`config.mk`:
```
export PLATFORM = sky130hd
export DESIGN_NAME = bus_cycle_master
export DESIGN_NICKNAME = d
export VERILOG_FILES = /design/src/rtl/bcm_pkg.sv /design/src/rtl/bcm_beat_addr.sv /design/src/rtl/bcm_pin_decode.sv /design/src/rtl/bcm_rd_capture.sv /design/src/rtl/bus_cycle_master.sv
export SDC_FILE = /design/constraint.sdc
export NUM_CORES = 1
export LEC_CHECK = 0
export BUFFER_PORTS_ARGS = -buffer_cell sky130_fd_sc_hd__buf_4
export CORE_MARGIN = 8
export CORE_UTILIZATION = 25
export CTS_BUF_LIST = sky130_fd_sc_hd__clkbuf_8
export DETAILED_ROUTE_END_ITERATION = 7
export HOLD_SLACK_MARGIN = 0.02
export PLACE_DENSITY = 0.56
export RECOVER_POWER = 25
export REMOVE_ABC_BUFFERS = 1
export SLEW_MARGIN = 10
export SYNTH_ARGS = -nofsm -noshare
export SYNTH_HDL_FRONTEND = slang
export SYNTH_SLANG_ARGS = --single-unit
```
`constraint.sdc`:
```
create_clock -name clk -period 2 [get_ports clk]
set_clock_uncertainty 0.2 [all_clocks]
set_input_delay 0.4 -clock clk [delete_from_list [all_inputs] [get_ports clk]]
set_output_delay 0.4 -clock clk [all_outputs]
set_load 0.02 [all_outputs]
```
`src/rtl/bcm_pkg.sv`:
```
package bcm_pkg;
    typedef enum logic [1:0] {
        ST_IDLE = 2'd0,
        ST_ADDR = 2'd1,
        ST_DATA = 2'd2,
        ST_HELD = 2'd3
    } bus_state_e;
endpackage

```
`src/rtl/bcm_beat_addr.sv`:
```
// Next beat address: increments the beat index field, wraps within the aligned block.
module bcm_beat_addr #(
    parameter int ADDR_W = 32,
    parameter int DATA_W = 32,
    parameter int BEATS  = 4
) (
    input  logic [ADDR_W-1:0] cur_addr,
    output logic [ADDR_W-1:0] nxt_addr
);
    localparam int LSB   = $clog2(DATA_W / 8);
    localparam int IDX_W = $clog2(BEATS);

    generate
        if (IDX_W > 0) begin : g_wrap
            logic [IDX_W-1:0] idx;
            always_comb begin
                idx = cur_addr[LSB +: IDX_W];
                nxt_addr = cur_addr;
                nxt_addr[LSB +: IDX_W] = idx + IDX_W'(1);
            end
        end else begin : g_single
            assign nxt_addr = cur_addr;
        end
    endgenerate
endmodule

```
`src/rtl/bcm_pin_decode.sv`:
```
// Pin values decoded from the registered bus state.
module bcm_pin_decode
    import bcm_pkg::*;
#(
    parameter int ADDR_W = 32,
    parameter int DATA_W = 32
) (
    input  bus_state_e        st,
    input  logic [ADDR_W-1:0] addr,
    input  logic [DATA_W-1:0] wdata,
    input  logic              wr,
    input  logic              brst,
    output logic [ADDR_W-1:0] pin_addr,
    output logic              pin_ads_n,
    output logic              pin_wr,
    output logic              pin_cache_n,
    output logic              pin_oe,
    output logic [DATA_W-1:0] pin_wdata,
    output logic              pin_data_oe,
    output logic              pin_hlda
);
    logic in_cyc;

    always_comb begin
        in_cyc      = (st == ST_ADDR) || (st == ST_DATA);
        pin_ads_n   = (st != ST_ADDR);
        pin_addr    = in_cyc ? addr : '0;
        pin_wr      = in_cyc & wr;
        pin_cache_n = ~(in_cyc & brst);
        pin_oe      = (st != ST_HELD);
        pin_hlda    = (st == ST_HELD);
        pin_data_oe = in_cyc & wr;
        pin_wdata   = pin_data_oe ? wdata : '0;
    end
endmodule

```
`src/rtl/bcm_rd_capture.sv`:
```
// Registers read beats and the end-of-cycle pulse.
module bcm_rd_capture #(
    parameter int DATA_W = 32
) (
    input  logic              clk,
    input  logic              rst_n,
    input  logic              beat_take,
    input  logic              is_read,
    input  logic              is_last,
    input  logic [DATA_W-1:0] rdata,
    output logic              rd_valid,
    output logic [DATA_W-1:0] rd_data,
    output logic              done
);
    logic              valid_d, valid_q;
    logic              done_d, done_q;
    logic [DATA_W-1:0] data_d, data_q;

    always_comb begin
        valid_d = beat_take & is_read;
        done_d  = beat_take & is_last;
        data_d  = (beat_take & is_read) ? rdata : data_q;
    end

    always_ff @(posedge clk or negedge rst_n) begin
        if (!rst_n) begin
            valid_q <= 1'b0;
            done_q  <= 1'b0;
            data_q  <= '0;
        end else begin
            valid_q <= valid_d;
            done_q  <= done_d;
            data_q  <= data_d;
        end
    end

    assign rd_valid = valid_q;
    assign done     = done_q;
    assign rd_data  = data_q;
endmodule

```
`src/rtl/bus_cycle_master.sv`:
```
module bus_cycle_master
    import bcm_pkg::*;
#(
    parameter int ADDR_W = 32,
    parameter int DATA_W = 32,
    parameter int BEATS  = 4
) (
    input  logic              clk,
    input  logic              rst_n,
    input  logic              req_valid,
    input  logic              req_write,
    input  logic              req_burst,
    input  logic [ADDR_W-1:0] req_addr,
    input  logic [DATA_W-1:0] req_wdata,
    output logic              req_busy,
    output logic [ADDR_W-1:0] bus_addr,
    output logic              bus_ads_n,
    output logic              bus_wr,
    output logic              bus_cache_n,
    output logic              bus_oe,
    output logic [DATA_W-1:0] bus_wdata,
    output logic              bus_data_oe,
    input  logic [DATA_W-1:0] bus_rdata,
    input  logic              bus_rdy_n,
    input  logic              hold,
    output logic              hlda,
    output logic              rd_valid,
    output logic [DATA_W-1:0] rd_data,
    output logic              done
);
    localparam int BEAT_W = (BEATS > 1) ? $clog2(BEATS) : 1;
    localparam logic [BEAT_W-1:0] LAST_BEAT = BEAT_W'(BEATS - 1);

    typedef struct packed {
        bus_state_e        st;
        logic [ADDR_W-1:0] addr;
        logic [DATA_W-1:0] wdata;
        logic              wr;
        logic              brst;
        logic [BEAT_W-1:0] beat;
    } seq_t;

    seq_t              seq_d, seq_q;
    logic [ADDR_W-1:0] addr_next;
    logic              beat_take;
    logic              beat_last;
    bus_state_e        cur_st;

    assign cur_st = seq_q.st;

    bcm_beat_addr #(
        .ADDR_W(ADDR_W),
        .DATA_W(DATA_W),
        .BEATS (BEATS)
    ) u_beat_addr (
        .cur_addr(seq_q.addr),
        .nxt_addr(addr_next)
    );

    always_comb begin
        seq_d     = seq_q;
        beat_last = ~seq_q.brst || (seq_q.beat == LAST_BEAT);
        beat_take = (seq_q.st == ST_DATA) && ~bus_rdy_n;
        req_busy  = (seq_q.st != ST_IDLE) || hold;

        unique case (seq_q.st)
            ST_IDLE: begin
                if (hold) begin
                    seq_d.st = ST_HELD;
                end else if (req_valid) begin
                    seq_d.st    = ST_ADDR;
                    seq_d.addr  = req_addr;
                    seq_d.wdata = req_wdata;
                    seq_d.wr    = req_write;
                    seq_d.brst  = req_burst & ~req_write;
                    seq_d.beat  = '0;
                end
            end
            ST_ADDR: seq_d.st = ST_DATA;
            ST_DATA: begin
                if (beat_take) begin
                    if (beat_last) begin
                        seq_d.st = ST_IDLE;
                    end else begin
                        seq_d.beat = seq_q.beat + BEAT_W'(1);
                        seq_d.addr = addr_next;
                    end
                end
            end
            ST_HELD: begin
                if (!hold) seq_d.st = ST_IDLE;
            end
            default: seq_d.st = ST_IDLE;
        endcase
    end

    always_ff @(posedge clk or negedge rst_n) begin
        if (!rst_n) begin
            seq_q <= '{st: ST_IDLE, addr: '0, wdata: '0, wr: 1'b0, brst: 1'b0, beat: '0};
        end else begin
            seq_q <= seq_d;
        end
    end

    bcm_pin_decode #(
        .ADDR_W(ADDR_W),
        .DATA_W(DATA_W)
    ) u_pins (
        .st         (seq_q.st),
        .addr       (seq_q.addr),
        .wdata      (seq_q.wdata),
        .wr         (seq_q.wr),
        .brst       (seq_q.brst),
        .pin_addr   (bus_addr),
        .pin_ads_n  (bus_ads_n),
        .pin_wr     (bus_wr),
        .pin_cache_n(bus_cache_n),
        .pin_oe     (bus_oe),
        .pin_wdata  (bus_wdata),
        .pin_data_oe(bus_data_oe),
        .pin_hlda   (hlda)
    );

    bcm_rd_capture #(
        .DATA_W(DATA_W)
    ) u_rd_cap (
        .clk      (clk),
        .rst_n    (rst_n),
        .beat_take(beat_take),
        .is_read  (~seq_q.wr),
        .is_last  (beat_last),
        .rdata    (bus_rdata),
        .rd_valid (rd_valid),
        .rd_data  (rd_data),
        .done     (done)
    );
endmodule

```
# After elaboration in Yosys (flattened, before gate mapping)
# Cells that the tools add are included.
[op_classes]
n_reduce_logical = 11
n_bitwise = 12
add_sub_neg = 2
n_mux = 14
n_eq_ne = 13
[ops]
columns = ["cell", "n"]
rows = [
  ["70-bit two-way mux", 1],
  ["68-bit two-way mux", 1],
  ["32-bit two-way mux", 2],
  ["32-bit case mux with 2 select lines", 1],
  ["34-bit two-way mux", 1],
  ["2-bit two-way mux", 5],
  ["2-bit != test, second input constant", 5],
  ["2-bit case mux with 4 select lines", 1],
  ["4-bit AND reduction", 2],
  ["1-bit inverter", 7],
  ["2-bit == test, second input constant", 3],
  ["2-bit by 1-bit != test with 1-bit output, second input constant", 3],
  ["1-bit AND", 5],
  ["5-bit AND reduction", 1],
  ["2-bit by 1-bit adder with 2-bit output, second input constant", 2],
  ["4-bit two-way mux", 1],
  ["2-bit case mux with 2 select lines", 1],
  ["2-bit nonzero test", 2],
  ["1-bit logical OR", 3],
  ["3-bit != test, second input constant", 1],
  ["3-bit AND reduction", 1],
  ["2-bit by 1-bit == test with 1-bit output, second input constant", 1],
  ["2-bit zero test", 1],
  ["1-bit logical AND", 1],
]
[word_totals]
output_inout_bits = 105
wordCells = 62
register_bits = 104
inputBits = 103

# Depth between registers and ports, before layout
[depth]
depth_word = 5
ltp_mapped = 7
mapped_depth_nobuf = 6

# Modules after synthesis
# Synthesis repeated with hierarchy kept, for this count alone.
[hier_totals]
cells_unflattened = 462
area_unflattened_um2 = 5566.6
[by_module_without_submodules]
columns = ["module", "instances", "area_each_um2", "cells_per_inst", "seq_area_each_um2"]
rows = [
  ["bus_cycle_master", 1, 3352.0, 276, 1751.7],
  ["bcm_rd_capture", 1, 1371.3, 72, 850.8],
  ["bcm_pin_decode", 1, 605.6, 82, 0.0],
  ["bcm_beat_addr", 1, 237.7, 32, 0.0],
]

# Worst setup path before layout
# No wires, ideal clock.
[synth_path]
path_type = "register -> output"
start = "register seq_q, in the netlist cur_st[1]"
end = "output port bus_wr"
slack_ps = -249
required_time_ps = 1400
t_arrival_ps = 1649
path_buffers = 3
stages_incl_launch_ff = 7
path_cell_list = "dfrtp_1 inv_1 ha_1 clkbuf_1 clkbuf_1 and2_1 buf_4"
[synth_between]
elab_chain_cells = 3
word_cells_on_any_way = 4
classes_between = "2 x eq/ne; 1 x bitwise; 1 x reduce/logical"
[synth_rtl]
columns = ["element", "line", "text"]
rows = [
  ["start: declaration", "bus_cycle_master.sv:43", "seq_t seq_d, seq_q;"],
  ["start signal: assignment", "bus_cycle_master.sv:99", "seq_q <= '{st: ST_IDLE, addr: '0, wdata: '0, wr: 1'b0, brst: 1'b0, beat: '0};"],
  ["start signal: assignment", "bus_cycle_master.sv:101", "seq_q <= seq_d;"],
  ["2-bit by 1-bit == test with 1-bit output or 2-bit == test (tied branches)", "bcm_pin_decode.sv:25", "in_cyc = (st == ST_ADDR) || (st == ST_DATA);"],
  ["1-bit logical OR *", "bcm_pin_decode.sv:25", ""],
  ["1-bit AND *", "--", ""],
  ["end: declaration", "bus_cycle_master.sv:18", "output logic bus_wr,"],
]
# Every way passes the cells marked *; elsewhere a longest branch is shown, timed or not.

# Final worst setup path
[layout_path]
start = "register seq_q, in the netlist cur_st[0]"
end = "output port bus_wdata[15]"
[layout_between]
elab_chain_cells = 4
word_cells_on_any_way = 5
classes_between = "2 x eq/ne; 1 x mux; 1 x bitwise; 1 x reduce/logical"
[layout_rtl]
columns = ["element", "line", "text"]
rows = [
  ["2-bit by 1-bit == test with 1-bit output or 2-bit == test (tied branches)", "bcm_pin_decode.sv:25", ""],
  ["1-bit logical OR *", "bcm_pin_decode.sv:25", ""],
  ["1-bit AND *", "bcm_pin_decode.sv:32", "pin_data_oe = in_cyc & wr;"],
  ["32-bit two-way mux *", "bcm_pin_decode.sv:33", "pin_wdata = pin_data_oe ? wdata : '0;"],
  ["end: declaration", "bus_cycle_master.sv:21", "output logic [DATA_W-1:0] bus_wdata,"],
]
# Marked as above.

==> results.json <==
{
  "status": "finished with violations",
  "failed_checks": "negative setup slack",
  "vias": 3839,
  "drv_slew": 0,
  "grt_pass1_wl_um": 23560,
  "drv_cap": 0,
  "fin_area_sq_um": 7582,
  "insertion_delay_ps": 370,
  "postRouteWirelength_um": 14710,
  "worstMarginPinSlew_ps": 964.2,
  "nFillCells": 1784,
  "drc": 0,
  "critPathSlowestCell": "dfrtp_1",
  "postSynthCellCount": 399,
  "async_flop_share_pct": 100.0,
  "place.gp.congestion": 0.7405,
  "slew-limit-headroom_pct": 35.72,
  "ys_warn_count": 0,
  "grt_overflow_total": 0,
  "syn-cell-area_sq_um": 4676,
  "cts-root-buf": "clkbuf_8",
  "grt_setup_unrepaired": "yes",
  "path_cells": "inv_2, ha_4, buf_12, and3_1, buf_4",
  "end_kind": "output pin",
  "synth_area_leaders": "dfrtp_1, mux2_2, nand2b_1",
  "core-area_sq_um": 18520,
  "multi_input_area_sq_um": 2036,
  "hold_viol_final": 0,
  "period_share_pct": 112.8,
  "nets": 756,
  "power_mw": 12.19,
  "cts_sinks": 104,
  "ir_drop_uv": 794.2,
  "dieArea_sq_um": 23340,
  "post-place-cells": 827,
  "power_density_nw_per_um2": 1608,
  "drive_gt1_share_pct": 53.15,
  "clock_path_buffers": 2,
  "numCtsBuffers": 9,
  "cp_max_fo": 26,
  "setup_violations": 93,
  "first_iter_violations": 86,
  "wl_per_cell_um": 16.63,
  "yosysMostFrequentCell": "dfrtp_1",
  "synth.top_cell.area_share_pct": 55.66,
  "hpwl_um": 10100,
  "switching_power_mw": 4.796,
  "synth_edf_count": 0,
  "ys_ff_latch": 104,
  "ys_types": 26,
  "dp_slack_ps": 71.80,
  "fin_util_pct": 40.95,
  "cts_max_level": 3,
  "fin_cells": 885,
  "fp-row-count": 50,
  "synth_area_leader_cell": "dfrtp_1",
  "cp.required_ps": 1400,
  "synthFlopType": "dfrtp_1",
  "power.share.clock_pct": 11.2,
  "max_freq_mhz": 443.3,
  "antenna_found_initial": 0,
  "seq_power_share_pct": 30.2,
  "criticalPathCategory": "flop to output pin",
  "seqCellArea_sq_um": 2603,
  "min_path_type": "input pin to flop",
  "synthTopCellsByCount": "dfrtp_1, mux2_2, nand2_1, nand2b_1, o21ai_0",
  "tritoncts": "yes",
  "ant_nets": 0,
  "syn_to_final_growth_pct": 62.16,
  "first_global_vias": 4409,
  "placedInstanceArea_sq_um": 6553,
  "startpoint_type": "flop",
  "die_h_um": 152.8,
  "grt_max_degree": 105,
  "max_stage_delay_ps": 370,
  "syn_avg_cell_area_sq_um": 11.72,
  "internal_power_mw": 7.398,
  "dr.pass1.iters": 4,
  "start_util_pct": 25.25,
  "p_sw_share_pct": 39.33,
  "timing.final.ws_setup_ps": -255.9,
  "grt_usage_pct": 12.54,
  "p_leak_nw": 3.703,
  "avgViaCountPerCell": 4.338,
  "dieWidth_um": 152.8,
  "ys_seq_area_share_pct": 55.66,
  "diodes": 0,
  "cp.arrival_ps": 1660,
  "io-pin-count": 208,
  "post-route-min-period_ps": 2256,
  "pwr-share-comb_pct": 58.5,
  "clk_pin_slew_ps": 100,
  "portBuffers": 207
}
==> critical path, delay by kind of cell, from the launching register on <==
kind,cells,cell delay (ps)
buffers and inverters,3,370
AND/OR/NAND/NOR,1,190
flip-flops,1,370
adder cells (fa/ha/maj),1,340
==> flip-flops by register name, indices dropped and copies added (netlist names) <==
name               cells
u_rd_cap.done          1
u_rd_cap.rd_valid      1
seq_q                 68
u_rd_cap.rd_data      32
cur_st                 2
==> power by group through the flow <==
stage               registers (mW)  logic, mW  clock network, mW
detailed placement            3.70       6.09                  0
floorplan                     4.00       2.89                  0
CTS                           3.68       6.91               1.44
finish                        3.69       7.14               1.37
global placement              3.65       6.01                  0
global route                  3.83       7.67               1.54
==> path summary, 6_finish.rpt <==
kind                                from              endpoint  slack (ps)  cells after the start
setup / recovery               cur_st[0]         bus_wdata[15]        -260                      5
max in group asynchronous          rst_n             seq_q[55]         320                      3
hold / removal             bus_rdata[26]  u_rd_cap.rd_data[26]          50                      2
hold reg to reg                seq_q[48]             seq_q[48]         280                      2
min in group asynchronous          rst_n   u_rd_cap.rd_data[0]         610                      3
setup reg to reg               cur_st[0]   u_rd_cap.rd_data[4]         -70                      8
==> cells in the final DEF (no fill, tap or decap), types with 2 or more instances in the layout <==
master	Yosys	layout
mux2i_1	4	4
buf_12	0	5
clkbuf_8	0	9
clkbuf_16	0	3
ha_1	7	3
nor2b_1	2	2
and2_1	34	13
dfrtp_1	104	104
ha_4	0	4
and2_4	0	21
buf_4	5	157
inv_2	0	4
clkinv_4	0	3
inv_6	0	2
and3_1	32	31
nand2_1	36	36
buf_6	2	64
mux2_2	65	65
o21ai_0	35	35
o21ai_1	2	2
dlygate4sd3_1	0	32
nand2b_1	36	35
==> timing repair <==
item / CTS / global route
gates resized for setup: 74 / 29
buffers inserted: 2 / 7
endpoints found under the hold margin: 133 / 2
endpoints found under the setup margin: 67 / 106
pin swaps: 1 / 2
hold buffers: 30 / 2
gates cloned: 1 / 3
==> logic make-up after synthesis <==
family,synth area share (%)
compound gates,4.576
mux,16.51
simple gates,17.98
fa+ha+maj,1.873
buf+inv,3.399
flops,55.66
==> routing by layer <==
layer / routed length, um / share of wire, % / vias up / global-route usage (%)
met5: 0 / 0 / - / 0
met4: 252 / 1.7 / 0 / 4.618
met3: 1557 / 11 / 16 / 6.268
met2: 7022 / 48 / 156 / 21.09
met1: 5881 / 40 / 1837 / 13.35
li1: - / - / 1830 / -
==> per-stage QoR <==
| step | TNS, ps | hold slack (ps) |
|---|---|---|
| after floorplan | -49700 | -95.59 |
| after global placement | 0 | 254.1 |
| after detailed placement | 0 | 262.9 |
| final | -14500 | 52.53 |
| after CTS | -16730 | 20.23 |
| after global routing | -23960 | 20.18 |
==> layout make-up <==
cell class / count / area share (%)
Sequential cell: 104 / 34.32
Clock inverter: 7 / 1.040
Multi-Input combinational cell: 263 / 26.85
Tap cell: 234 / 3.861
Clock buffer: 9 / 1.634
Inverter: 5 / 0.2475
Timing Repair Buffer: 263 / 32.05
(Power assumes the default switching activity.)
